## src/rtl/dsadc_pkg.sv

```systemverilog
package dsadc_pkg;
  localparam int DIGITS = 4;
  typedef enum logic [1:0] {PH_AZ = 2'd0, PH_SI = 2'd1, PH_RI = 2'd2} phase_e;
endpackage

```

## src/rtl/dsadc_prescale.sv

```systemverilog
module dsadc_prescale #(
  parameter int DIV = 4
) (
  input  logic clk,
  input  logic rst,
  output logic tick_o
);
  localparam int PW = (DIV > 1) ? $clog2(DIV) : 1;
  localparam logic [PW-1:0] LAST = PW'(DIV - 1);

  generate
    if (DIV == 1) begin : g_pass
      assign tick_o = 1'b1;
    end else begin : g_div
      logic [PW-1:0] cnt_q;
      always_ff @(posedge clk) begin
        if (rst)                cnt_q <= '0;
        else if (cnt_q == LAST) cnt_q <= '0;
        else                    cnt_q <= cnt_q + 1'b1;
      end
      assign tick_o = (cnt_q == LAST);
    end
  endgenerate
endmodule

```

## src/rtl/dsadc_bcd_count.sv

```systemverilog
module dsadc_bcd_count #(
  parameter int DIGITS = 4
) (
  input  logic                  clk,
  input  logic                  rst,
  input  logic                  clr_i,
  input  logic                  inc_i,
  output logic [4*DIGITS-1:0]   q_o
);
  logic [DIGITS-1:0] carry;
  assign carry[0] = inc_i;

  generate
    for (genvar d = 0; d < DIGITS; d++) begin : g_dec
      logic [3:0] dig_q;
      always_ff @(posedge clk) begin
        if (rst || clr_i)  dig_q <= 4'd0;
        else if (carry[d]) dig_q <= (dig_q == 4'd9) ? 4'd0 : dig_q + 4'd1;
      end
      assign q_o[4*d +: 4] = dig_q;
      if (d < DIGITS - 1) begin : g_carry
        assign carry[d+1] = carry[d] && (dig_q == 4'd9);
      end
    end
  endgenerate
endmodule

```

## src/rtl/dsadc_phase_ctrl.sv

```systemverilog
module dsadc_phase_ctrl
  import dsadc_pkg::*;
#(
  parameter int SI_COUNTS    = 1000,
  parameter int RI_MAX       = 2000,
  parameter int FRAME_COUNTS = 4000
) (
  input  logic clk,
  input  logic rst,
  input  logic tick_i,
  input  logic cmp_i,
  output logic az_o,
  output logic si_o,
  output logic ri_o,
  output logic neg_o,
  output logic clr_o,
  output logic inc_o,
  output logic end_o,
  output logic over_o
);
  localparam int CW = $clog2(FRAME_COUNTS + 1);
  localparam logic [CW-1:0] AZ_MIN  = CW'(FRAME_COUNTS - SI_COUNTS - RI_MAX);
  localparam logic [CW-1:0] AZ_BASE = CW'(FRAME_COUNTS - SI_COUNTS - 1);
  localparam logic [CW-1:0] SI_LAST = CW'(SI_COUNTS - 1);
  localparam logic [CW-1:0] RI_LAST = CW'(RI_MAX - 1);

  phase_e        ph_q;
  logic [CW-1:0] pcnt_q;
  logic [CW-1:0] az_len_q;
  logic          neg_q;

  logic crossed, last_az, last_si, last_ri;
  assign crossed = (cmp_i == neg_q);
  assign last_az = (pcnt_q == az_len_q - CW'(1));
  assign last_si = (pcnt_q == SI_LAST);
  assign last_ri = crossed || (pcnt_q == RI_LAST);

  always_ff @(posedge clk) begin
    if (rst) begin
      ph_q     <= PH_AZ;
      pcnt_q   <= '0;
      az_len_q <= AZ_MIN;
      neg_q    <= 1'b0;
      az_o     <= 1'b1;
      si_o     <= 1'b0;
      ri_o     <= 1'b0;
    end else if (tick_i) begin
      unique case (ph_q)
        PH_AZ: begin
          if (last_az) begin
            ph_q   <= PH_SI;
            pcnt_q <= '0;
            az_o   <= 1'b0;
            si_o   <= 1'b1;
          end else begin
            pcnt_q <= pcnt_q + 1'b1;
          end
        end
        PH_SI: begin
          if (last_si) begin
            ph_q   <= PH_RI;
            pcnt_q <= '0;
            neg_q  <= ~cmp_i;
            si_o   <= 1'b0;
            ri_o   <= 1'b1;
          end else begin
            pcnt_q <= pcnt_q + 1'b1;
          end
        end
        default: begin
          if (last_ri) begin
            ph_q     <= PH_AZ;
            pcnt_q   <= '0;
            az_len_q <= AZ_BASE - pcnt_q;
            ri_o     <= 1'b0;
            az_o     <= 1'b1;
          end else begin
            pcnt_q <= pcnt_q + 1'b1;
          end
        end
      endcase
    end
  end

  assign neg_o  = neg_q;
  assign clr_o  = tick_i && (ph_q == PH_SI) && last_si;
  assign inc_o  = tick_i && (ph_q == PH_RI) && !last_ri;
  assign end_o  = tick_i && (ph_q == PH_RI) && last_ri;
  assign over_o = !crossed;
endmodule

```

## src/rtl/dsadc_seq.sv

```systemverilog
module dsadc_seq
  import dsadc_pkg::*;
#(
  parameter int CLK_DIV      = 4,
  parameter int SI_COUNTS    = 1000,
  parameter int RI_MAX       = 2000,
  parameter int FRAME_COUNTS = 4000
) (
  input  logic                clk,
  input  logic                rst,
  input  logic                cmp_i,
  output logic                az_o,
  output logic                si_o,
  output logic                ri_o,
  output logic                ref_neg_o,
  output logic [4*DIGITS-1:0] rd_bcd_o,
  output logic                rd_neg_o,
  output logic                rd_over_o,
  output logic                rd_valid_o
);
  logic tick, clr, inc, done, over;
  logic [4*DIGITS-1:0] count;

  dsadc_prescale #(.DIV(CLK_DIV)) u_pre (
    .clk(clk), .rst(rst), .tick_o(tick)
  );

  dsadc_phase_ctrl #(
    .SI_COUNTS(SI_COUNTS), .RI_MAX(RI_MAX), .FRAME_COUNTS(FRAME_COUNTS)
  ) u_ctrl (
    .clk(clk), .rst(rst), .tick_i(tick), .cmp_i(cmp_i),
    .az_o(az_o), .si_o(si_o), .ri_o(ri_o), .neg_o(ref_neg_o),
    .clr_o(clr), .inc_o(inc), .end_o(done), .over_o(over)
  );

  dsadc_bcd_count #(.DIGITS(DIGITS)) u_cnt (
    .clk(clk), .rst(rst), .clr_i(clr), .inc_i(inc), .q_o(count)
  );

  always_ff @(posedge clk) begin
    if (rst) begin
      rd_bcd_o   <= '0;
      rd_neg_o   <= 1'b0;
      rd_over_o  <= 1'b0;
      rd_valid_o <= 1'b0;
    end else begin
      rd_valid_o <= done;
      if (done) begin
        rd_bcd_o  <= count;
        rd_neg_o  <= ref_neg_o;
        rd_over_o <= over;
      end
    end
  end
endmodule

```

## config.mk

```make
export PLATFORM = sky130hd
export DESIGN_NAME = dsadc_seq
export DESIGN_NICKNAME = d
export VERILOG_FILES = /design/src/rtl/dsadc_pkg.sv /design/src/rtl/dsadc_prescale.sv /design/src/rtl/dsadc_bcd_count.sv /design/src/rtl/dsadc_phase_ctrl.sv /design/src/rtl/dsadc_seq.sv
export SDC_FILE = /design/constraint.sdc
export NUM_CORES = 1
export LEC_CHECK = 0
export ABC_AREA = 1
export BUFFER_PORTS_ARGS = -buffer_cell sky130_fd_sc_hd__buf_2
export CORE_MARGIN = 1.5
export CORE_UTILIZATION = 54
export DETAILED_ROUTE_END_ITERATION = 10
export GPL_TIMING_DRIVEN = 1
export PLACE_DENSITY = 0.76
export SLEW_MARGIN = 25
export SYNTH_ARGS = -nofsm -noshare
export SYNTH_HDL_FRONTEND = slang
export SYNTH_SLANG_ARGS = --single-unit
```

## constraint.sdc

```tcl
create_clock -name clk -period 1.59 [get_ports clk]
set_input_delay 0.318 -clock clk [delete_from_list [all_inputs] [get_ports clk]]
set_output_delay 0.318 -clock clk [all_outputs]
set_load 0.03 [all_outputs]
```

==> summary.txt, run 1 <==
Critical path
  • Endpoint of the worst-slack reg-to-reg timing path: u_ctrl.si_o$_SDFFE_PP0P_
  • Count of buffering cells on the critical path with inverters included: 2
  • Required @ worst endpoint: approximately 1.9 ns
  • WP data arrival: 2.29 ns
  • Number of gates on the worst path with buffers counted: 13
  • CP startpoint kind: register
  • Reg2Reg Setup Slack: -0.43 ns
  • FF-to-FF Start: u_ctrl.az_len_q[4]$_SDFFE_PP0P_
  • Top fanout value on the critical path: 4
  • Worst path cell trace: inv_1, nand2_1, nand3_1, nand2_1, nand2_1, nor2_1, nand2_1, nor2_2, nand3_2, nand2_4, buf_4, nand3_1, a21oi_1
  • Endpoint type of the worst setup path: register
  • Slowest cell on the critical path: sky130_fd_sc_hd__dfxtp_1
  • FF-to-FF path depth: 13
  • Most used cell, CP: sky130_fd_sc_hd__nand2_1
  • Largest delay share family, worst path: simple AND/OR/NAND/NOR gates
  • Biggest cell delay along the critical path: 0.50 ns
  • Critical Setup Path Class: reg2reg

Place
  • Number of port buffers: 25
  • Pre-CTS setup slack: -0.276 ns
  • Placement-stage cell area: 4190 um^2
  • Detailed-placement wirelength estimate: roughly 6200 um
  • Global placer's final weighted congestion: roughly 0.87

Floorplan
  • Top-level I/O count: 26
  • Starting density of the core: 0.558
  • Die Width: 83.8 um
  • Standard-cell row count: 29
  • Core Area: 6310 um^2
  • Height of the chip: 83.8 um
  • Die footprint: 7020 um^2

Pwr
  • LEAKAGE: 2.37 nW
  • Power per standard cell area: 613 nW/um^2
  • Total design power: 3.21 mW
  • Peak VDD IR: ~0.67 mV

Outcome
  • Run status: finished, violations left
  • Violated checks: setup timing

Synth
  • Register bit total from synthesis: 67
  • Count of yosys warnings during synthesis: 0
  • Fraction of post-synthesis cell area in the top cell type by area: 0.381
  • EDFF count, synth: 0
  • Most used flip-flop cell after synthesis: sky130_fd_sc_hd__dfxtp_1
  • Mapped Avg Cell Area: approximately 7 um^2
  • Cell type contributing the most total cell area after synthesis: sky130_fd_sc_hd__dfxtp_1
  • Number of standard cells after synthesis: 516
  • Mapped Nets: 524
  • Most area-consuming cells after synthesis: sky130_fd_sc_hd__dfxtp_1, sky130_fd_sc_hd__nand2_1, sky130_fd_sc_hd__inv_1
  • Top-count cell post-synth: sky130_fd_sc_hd__nand2_1
  • Synth top cells by count: sky130_fd_sc_hd__nand2_1, sky130_fd_sc_hd__inv_1, sky130_fd_sc_hd__dfxtp_1
  • Proportion of synthesized chip area in sequential cells: 0.381
  • Synth async-reset ratio: 0
  • Number of distinct library cell variants in the gate-level netlist after synthesis: 36
  • Total standard cell area after synthesis: 3520 um^2

Global routing
  • Maximum number of pins on one net before global-route repair: 34
  • Number of global-route vias before repair: about 3,800
  • First-pass GRT wire length: around 18,000 um
  • Antenna violations before repair: 0
  • Sum of overflow across all layers after global routing: 0
  • Global-route usage over all layers: 0.310

Detailed routing
  • Final routed wire length divided by cell count: 19.8 um
  • Vias: 4,302
  • Iteration-0 DRC count of the detailed router: 517
  • Total length of routed wires: 14,000 um
  • Vias per Instance: 6.09
  • Antenna viol nets, final: 0
  • First-pass iteration count of the detailed router: 6
  • Residual DRC count: 0

STA
  • Count of final hold-check violations: 0
  • Final worst setup slack: -0.434 ns
  • Hold WS: 0.250 ns
  • Worst clock skew: 0.0102 ns
  • Setup violations, final: 64
  • RSZ-0062 raised after global routing: true
  • Peak clock frequency supported by timing: 494 MHz
  • Setup total negative slack: -13.07 ns
  • Final slew viol count: 0
  • Pin slew with the least headroom to its limit: approximately 0.38 ns
  • Minimum clock period: 2.02 ns
  • Max-slew headroom: 0.746
  • Final worst-path cycle share: 1.27

CTS
  • Number of clock sinks: 67
  • Clock-pin transition on the worst setup and hold timing paths: ~0.080 ns
  • Worst-skew pair later-pin latency: roughly 0.36 ns
  • Clock buffer count from CTS: 9
  • Total number of H-tree levels: 3
  • CTS Root Buffer Type: sky130_fd_sc_hd__clkbuf_8
  • CTS max path bufs: 2
  • TritonCTS clock tree: done

Final layout
  • Layout cell share with drive strength beyond 1: 0.421
  • Antenna cell count: 0
  • Number of nets in the final layout: 632
  • Total non-filler cell area in the finished layout: 5240 um^2
  • Number of filler cells placed in the layout: 289
  • Area growth syn-to-layout: 48.7%

Min path
  • Worst hold endpoint: rd_over_o$_SDFFE_PP0P_
  • Start point of the worst hold path: rst
  • Path class of the lowest-slack min-delay path: in2reg
  • Hold Crit Depth: 2

Flow run
  • Number of max-capacitance violations reported: 0
==> per-layer routing <==
layer | wire length [um] | vias up | GRT usage
met2 | 6720 | 343 | 0.531
met1 | 5010 | 1988 | 0.360
li1 | - | 1862 | -
met3 | 1250 | 109 | 0.0623
met5 | 0 | - | 0
met4 | 1020 | 0 | 0.174
==> per-stage QoR <==
| stage | instances | util |
|---|---|---|
| final | 706 | 0.830 |
| after global routing | 706 | 0.830 |
| after CTS | 700 | 0.767 |
| after detailed placement | 663 | 0.664 |
| after global placement | 663 | 0.664 |
| after floorplan | 516 | - |
==> logic make-up (layout without fill, tap and decap cells) <==
kind of cell	after synthesis	in the layout	share of synthesized area
AO/OA/AOI/OAI	93	93	0.145
XOR/XNOR	14	14	0.0348
flip-flops	67	67	0.381
buffers and inverters	91	204	0.106
AND/OR/NAND/NOR	246	246	0.316
adder cells (fa/ha/maj)	5	5	0.0178
==> cell type report <==
class                           instances  area (um^2)  share of cell area
Clock buffer                            9          124              0.0237
Timing Repair inverter                  1         7.51             0.00143
Inverter                               75          320              0.0612
Clock inverter                          7         53.8              0.0103
Timing Repair Buffer                  112          958               0.183
Tap cell                               77         96.3              0.0184
Multi-Input combinational cell        358         2310               0.442
Sequential cell                        67         1360               0.260
==> flip-flops by register name, summed over array words and instances (netlist names) <==
| register | flops |
|---|---|
| rd_bcd_o | 16 |
| rd_valid_o | 1 |
| rd_over_o | 1 |
| u_ctrl.az_o | 1 |
| rd_neg_o | 1 |
| u_ctrl.ri_o | 1 |
| u_ctrl.ph_q | 2 |
| u_ctrl.si_o | 1 |
| u_cnt.g_dec.dig_q | 16 |
| u_ctrl.neg_o | 1 |
| u_ctrl.pcnt_q | 12 |
| u_ctrl.az_len_q | 12 |
| u_pre.g_div.cnt_q | 2 |
==> power breakdown <==
group / total, mW / internal [mW] / switching (mW)
combinational: 0.174 / 0.0579 / 0.116
clock: 1.35 / 0.573 / 0.777
sequential: 1.69 / 1.68 / 0.00641
==> how the worst max path moves through the flow <==
stage | from | end | slack (ns)
finish | u_ctrl.az_len_q[4]$_SDFFE_PP0P_ | u_ctrl.si_o$_SDFFE_PP0P_ | -0.43
CTS | u_ctrl.az_len_q[1]$_SDFFE_PP0P_ | u_ctrl.pcnt_q[5]$_SDFFE_PP0P_ | -0.22
global route | u_ctrl.az_len_q[1]$_SDFFE_PP0P_ | u_ctrl.si_o$_SDFFE_PP0P_ | -0.54
floorplan | u_ctrl.az_len_q[0]$_SDFFE_PP0P_ | u_ctrl.pcnt_q[4]$_SDFFE_PP0P_ | -0.08
detailed placement | u_ctrl.az_len_q[1]$_SDFFE_PP0P_ | u_ctrl.pcnt_q[5]$_SDFFE_PP0P_ | -0.28
global placement | u_ctrl.az_len_q[1]$_SDFFE_PP0P_ | u_ctrl.pcnt_q[5]$_SDFFE_PP0P_ | -0.24
==> timing repair <==
item                                    4_1_cts  5_1_grt
hold buffers                                  0        0
gates resized for setup                      77      100
endpoints found under the setup margin       63       64
buffers inserted                             17        8
pin swaps                                    21       26
gates cloned                                  4        4
==> cell usage in the layout, fill, tap and decap left out, types with 6 or more instances in the layout <==
master                     instances
sky130_fd_sc_hd__o21ai_0           9
sky130_fd_sc_hd__a21oi_2          10
sky130_fd_sc_hd__nand3_2           8
sky130_fd_sc_hd__o21ai_4           6
sky130_fd_sc_hd__nand2_4           9
sky130_fd_sc_hd__o21ai_2          23
sky130_fd_sc_hd__a21oi_1          28
sky130_fd_sc_hd__nand3_1          21
sky130_fd_sc_hd__xor2_1           10
sky130_fd_sc_hd__buf_2            25
sky130_fd_sc_hd__clkbuf_8          9
sky130_fd_sc_hd__buf_4            66
sky130_fd_sc_hd__dfxtp_2           8
sky130_fd_sc_hd__dfxtp_1          56
sky130_fd_sc_hd__inv_2            10
sky130_fd_sc_hd__inv_1            58
sky130_fd_sc_hd__nand2_2          17
sky130_fd_sc_hd__nor2_4            8
sky130_fd_sc_hd__o21ai_1           8
sky130_fd_sc_hd__nor2_1           51
sky130_fd_sc_hd__buf_6            12
sky130_fd_sc_hd__nand2_1         101
sky130_fd_sc_hd__nor2_2            6
Power figures use the tool's default switching activity.
==> inputs of run 2 (changes only) <==
--- a/config.mk
+++ b/config.mk
@@ -5,7 +5,7 @@
 export SDC_FILE = /design/constraint.sdc
 export NUM_CORES = 1
 export LEC_CHECK = 0
-export ABC_AREA = 1
+export ABC_AREA = 0
 export BUFFER_PORTS_ARGS = -buffer_cell sky130_fd_sc_hd__buf_2
 export CORE_MARGIN = 1.5
 export CORE_UTILIZATION = 54
==> summary.txt, run 2 <==
CTS
  • Number of clock sinks: 67
  • CTS max path bufs: 2
  • Clock buffer count from CTS: 9
  • Total number of H-tree levels: 3
  • Clock-pin transition on the worst setup and hold timing paths: 0.08 ns
  • TritonCTS clock tree: done
  • Hold buffer count at CTS: 0
  • Worst-skew pair later-pin latency: between 0.3 and 0.4 ns
  • CTS Root Buffer Type: sky130_fd_sc_hd__clkbuf_8

STA
  • Worst clock skew: 0.00967 ns
  • Peak clock frequency supported by timing: 370 MHz
  • Pin slew with the least headroom to its limit: 0.519 ns
  • Hold WS: roughly 0.20 ns
  • Final worst-path cycle share: 1.70
  • Count of final hold-check violations: 0
  • RSZ-0062 raised after global routing: true
  • Max-slew headroom: 0.653
  • Minimum clock period: 2.70 ns
  • Setup violations, final: 65
  • Setup total negative slack: -39.43 ns
  • Final slew viol count: 0
  • Final worst setup slack: -1.11 ns

Final layout
  • Number of filler cells placed in the layout: 246
  • Commonest cells after routing, fill and taps aside: sky130_fd_sc_hd__buf_4, sky130_fd_sc_hd__dfxtp_1, sky130_fd_sc_hd__nor2_1
  • Layout cell share with drive strength beyond 1: 0.460
  • Most common cell after layout, fill and taps aside: sky130_fd_sc_hd__buf_4
  • Registers with the highest flip-flop counts: rd_bcd_o: 16 flops, u_cnt.g_dec.dig_q: 16 flops
  • Post-route insts no fill: 640
  • Number of nets in the final layout: 567
  • Antenna cell count: 0
  • Area growth syn-to-layout: 59.0%

Critical path
  • Biggest cell delay along the critical path: 0.38 ns
  • FF-to-FF Start: u_ctrl.az_len_q[1]$_SDFFE_PP0P_
  • Required @ worst endpoint: 1.83 ns
  • Endpoint type of the worst setup path: register
  • Source of the critical timing path: u_ctrl.az_len_q[1]$_SDFFE_PP0P_
  • Slowest cell on the critical path: sky130_fd_sc_hd__a222oi_1
  • WP data arrival: 2.95 ns
  • Largest delay share family, worst path: compound AO/OA/AOI/OAI gates
  • Count of buffering cells on the critical path with inverters included: 6
  • Reg2Reg Setup Slack: -1.11 ns
  • Critical Setup Path Class: reg2reg
  • CP startpoint kind: register
  • Worst path cell trace: inv_2, ha_4, buf_12, buf_4, buf_4, nand2_1, nor3_1, o21ai_1, a222oi_1, a41o_1, buf_12, buf_12, a21oi_1, a211o_1
  • Most used cell, CP: sky130_fd_sc_hd__buf_12
  • Top fanout value on the critical path: 6

Flow run
  • Number of max-capacitance violations reported: 0

Floorplan
  • Starting density of the core: 0.557
  • Standard-cell row count: 29
  • Core Area: 6310 um^2
  • Height of the chip: about 84 um
  • Top-level I/O count: 26
  • Die footprint: between 7000 and 8000 um^2
  • Die Width: about 84 um

Synth
  • Synth top cells by count: sky130_fd_sc_hd__dfxtp_1, sky130_fd_sc_hd__nor2_1, sky130_fd_sc_hd__nand2_1
  • Mapped Avg Cell Area: 8.23 um^2
  • Fraction of post-synthesis cell area in the top cell type by area: 0.382
  • EDFF count, synth: 0
  • Number of distinct library cell variants in the gate-level netlist after synthesis: 57
  • Register bit total from synthesis: 67
  • Top-count cell post-synth: sky130_fd_sc_hd__dfxtp_1
  • Proportion of synthesized chip area in sequential cells: 0.382
  • Mapped Nets: roughly 440
  • Total standard cell area after synthesis: approximately 3500 um^2
  • Count of yosys warnings during synthesis: 0
  • Cell type contributing the most total cell area after synthesis: sky130_fd_sc_hd__dfxtp_1
  • Number of standard cells after synthesis: 427
  • Synth async-reset ratio: 0
  • Most used flip-flop cell after synthesis: sky130_fd_sc_hd__dfxtp_1
  • Most area-consuming cells after synthesis: sky130_fd_sc_hd__dfxtp_1, sky130_fd_sc_hd__nor2_1, sky130_fd_sc_hd__mux2i_1

Global routing
  • Number of global-route vias before repair: 3,757
  • Maximum number of pins on one net before global-route repair: 22
  • Global-route usage over all layers: 0.330
  • First-pass GRT wire length: 18,300 um
  • Sum of overflow across all layers after global routing: 0
  • Antenna violations before repair: 0

Min path
  • Start point of the worst hold path: cmp_i
  • Path class of the lowest-slack min-delay path: in2reg

Detailed routing
  • Final routed wire length divided by cell count: 23.9 um
  • Total length of routed wires: 15,300 um
  • First-pass iteration count of the detailed router: 6
  • Residual DRC count: 0
  • Iteration-0 DRC count of the detailed router: 649
  • Vias per Instance: around 6.8
  • Antenna viol nets, final: 0
  • Vias: 4,370

Pwr
  • Total design power: 3.67 mW
  • Peak VDD IR: 0.847 mV
  • Power per standard cell area: 657 nW/um^2
  • LEAKAGE: 2.42 nW

Place
  • Post-placement cell count: 583
  • Detailed-placement wirelength estimate: 6570 um
  • Global placer's final weighted congestion: roughly 0.87
  • Number of port buffers: 25

Outcome
  • Run status: finished, violations left
  • Violated checks: setup timing
-- run 2: cell type report --
type / instances / area (um^2) / share of cell area
clock buffer: 11 / 141 / 0.0253
clock inverter: 4 / 73.8 / 0.0132
inverter: 10 / 40.0 / 0.00716
multi-input combinational: 320 / 2520 / 0.452
sequential: 67 / 1360 / 0.244
tap: 77 / 96.3 / 0.0172
timing repair buffer: 151 / 1350 / 0.242
-- run 2: worst paths after layout --
check                                                  endpoint  depth (start not counted)
worst min-delay path                  u_ctrl.neg_o$_SDFFE_PP0P_                          2
worst max register to register   u_ctrl.pcnt_q[11]$_SDFFE_PP0P_                         14
worst min register to register  u_pre.g_div.cnt_q[0]$_SDFF_PP0_                          1
worst max-delay path             u_ctrl.pcnt_q[11]$_SDFFE_PP0P_                         14
-- run 2: cells by family after synthesis --
family	count (synthesis)	synth area share
buffers and inverters	40	0.0470
AO/OA/AOI/OAI	98	0.183
adder cells (fa/ha/maj)	5	0.0178
flip-flops	67	0.382
XOR/XNOR	28	0.0698
multiplexers	20	0.0570
AND/OR/NAND/NOR	169	0.244
-- run 2: timing repair --
action | CTS | global route
setup buffers | 11 | 31
resized for setup | 72 | 85
pin swaps | 33 | 48
endpoints found under the setup margin | 65 | 65
gates cloned | 4 | 0
-- run 2: power by group --
| group | internal [mW] | switching, mW | leakage (nW) |
|---|---|---|---|
| Sequential | 1.70 | 0.0219 | 0.545 |
| Clock | 0.922 | 0.736 | 0.110 |
| Combinational | 0.113 | 0.181 | 1.77 |
-- run 2: per-stage QoR --
step	instance area, um^2	worst slack [ns]	util
detailed placement	4350	-0.833	0.689
global placement	4350	-0.773	0.689
CTS	5000	-0.740	0.792
global route	5590	-1.22	0.885
finish	5590	-1.11	0.885
floorplan	3650	-0.840	-
-- run 2: worst register-to-register path, delay by kind of cell (launching register included) --
family	cells	cell delay (ns)
adders and majority gates	1	0.20
DFF	1	0.35
AOI/OAI and AO/OA	5	1.16
buffers and inverters	6	0.62
and+or+nand+nor	2	0.24
-- run 2: layer usage --
layer / vias up / share of wire / wire length, um / global-route usage
met5: - / 0 / 0 / 0
met4: 0 / 0.087 / 1330 / 0.219
li1: 1773 / - / - / -
met3: 165 / 0.099 / 1520 / 0.0623
met2: 415 / 0.46 / 6980 / 0.550
met1: 2017 / 0.36 / 5490 / 0.386
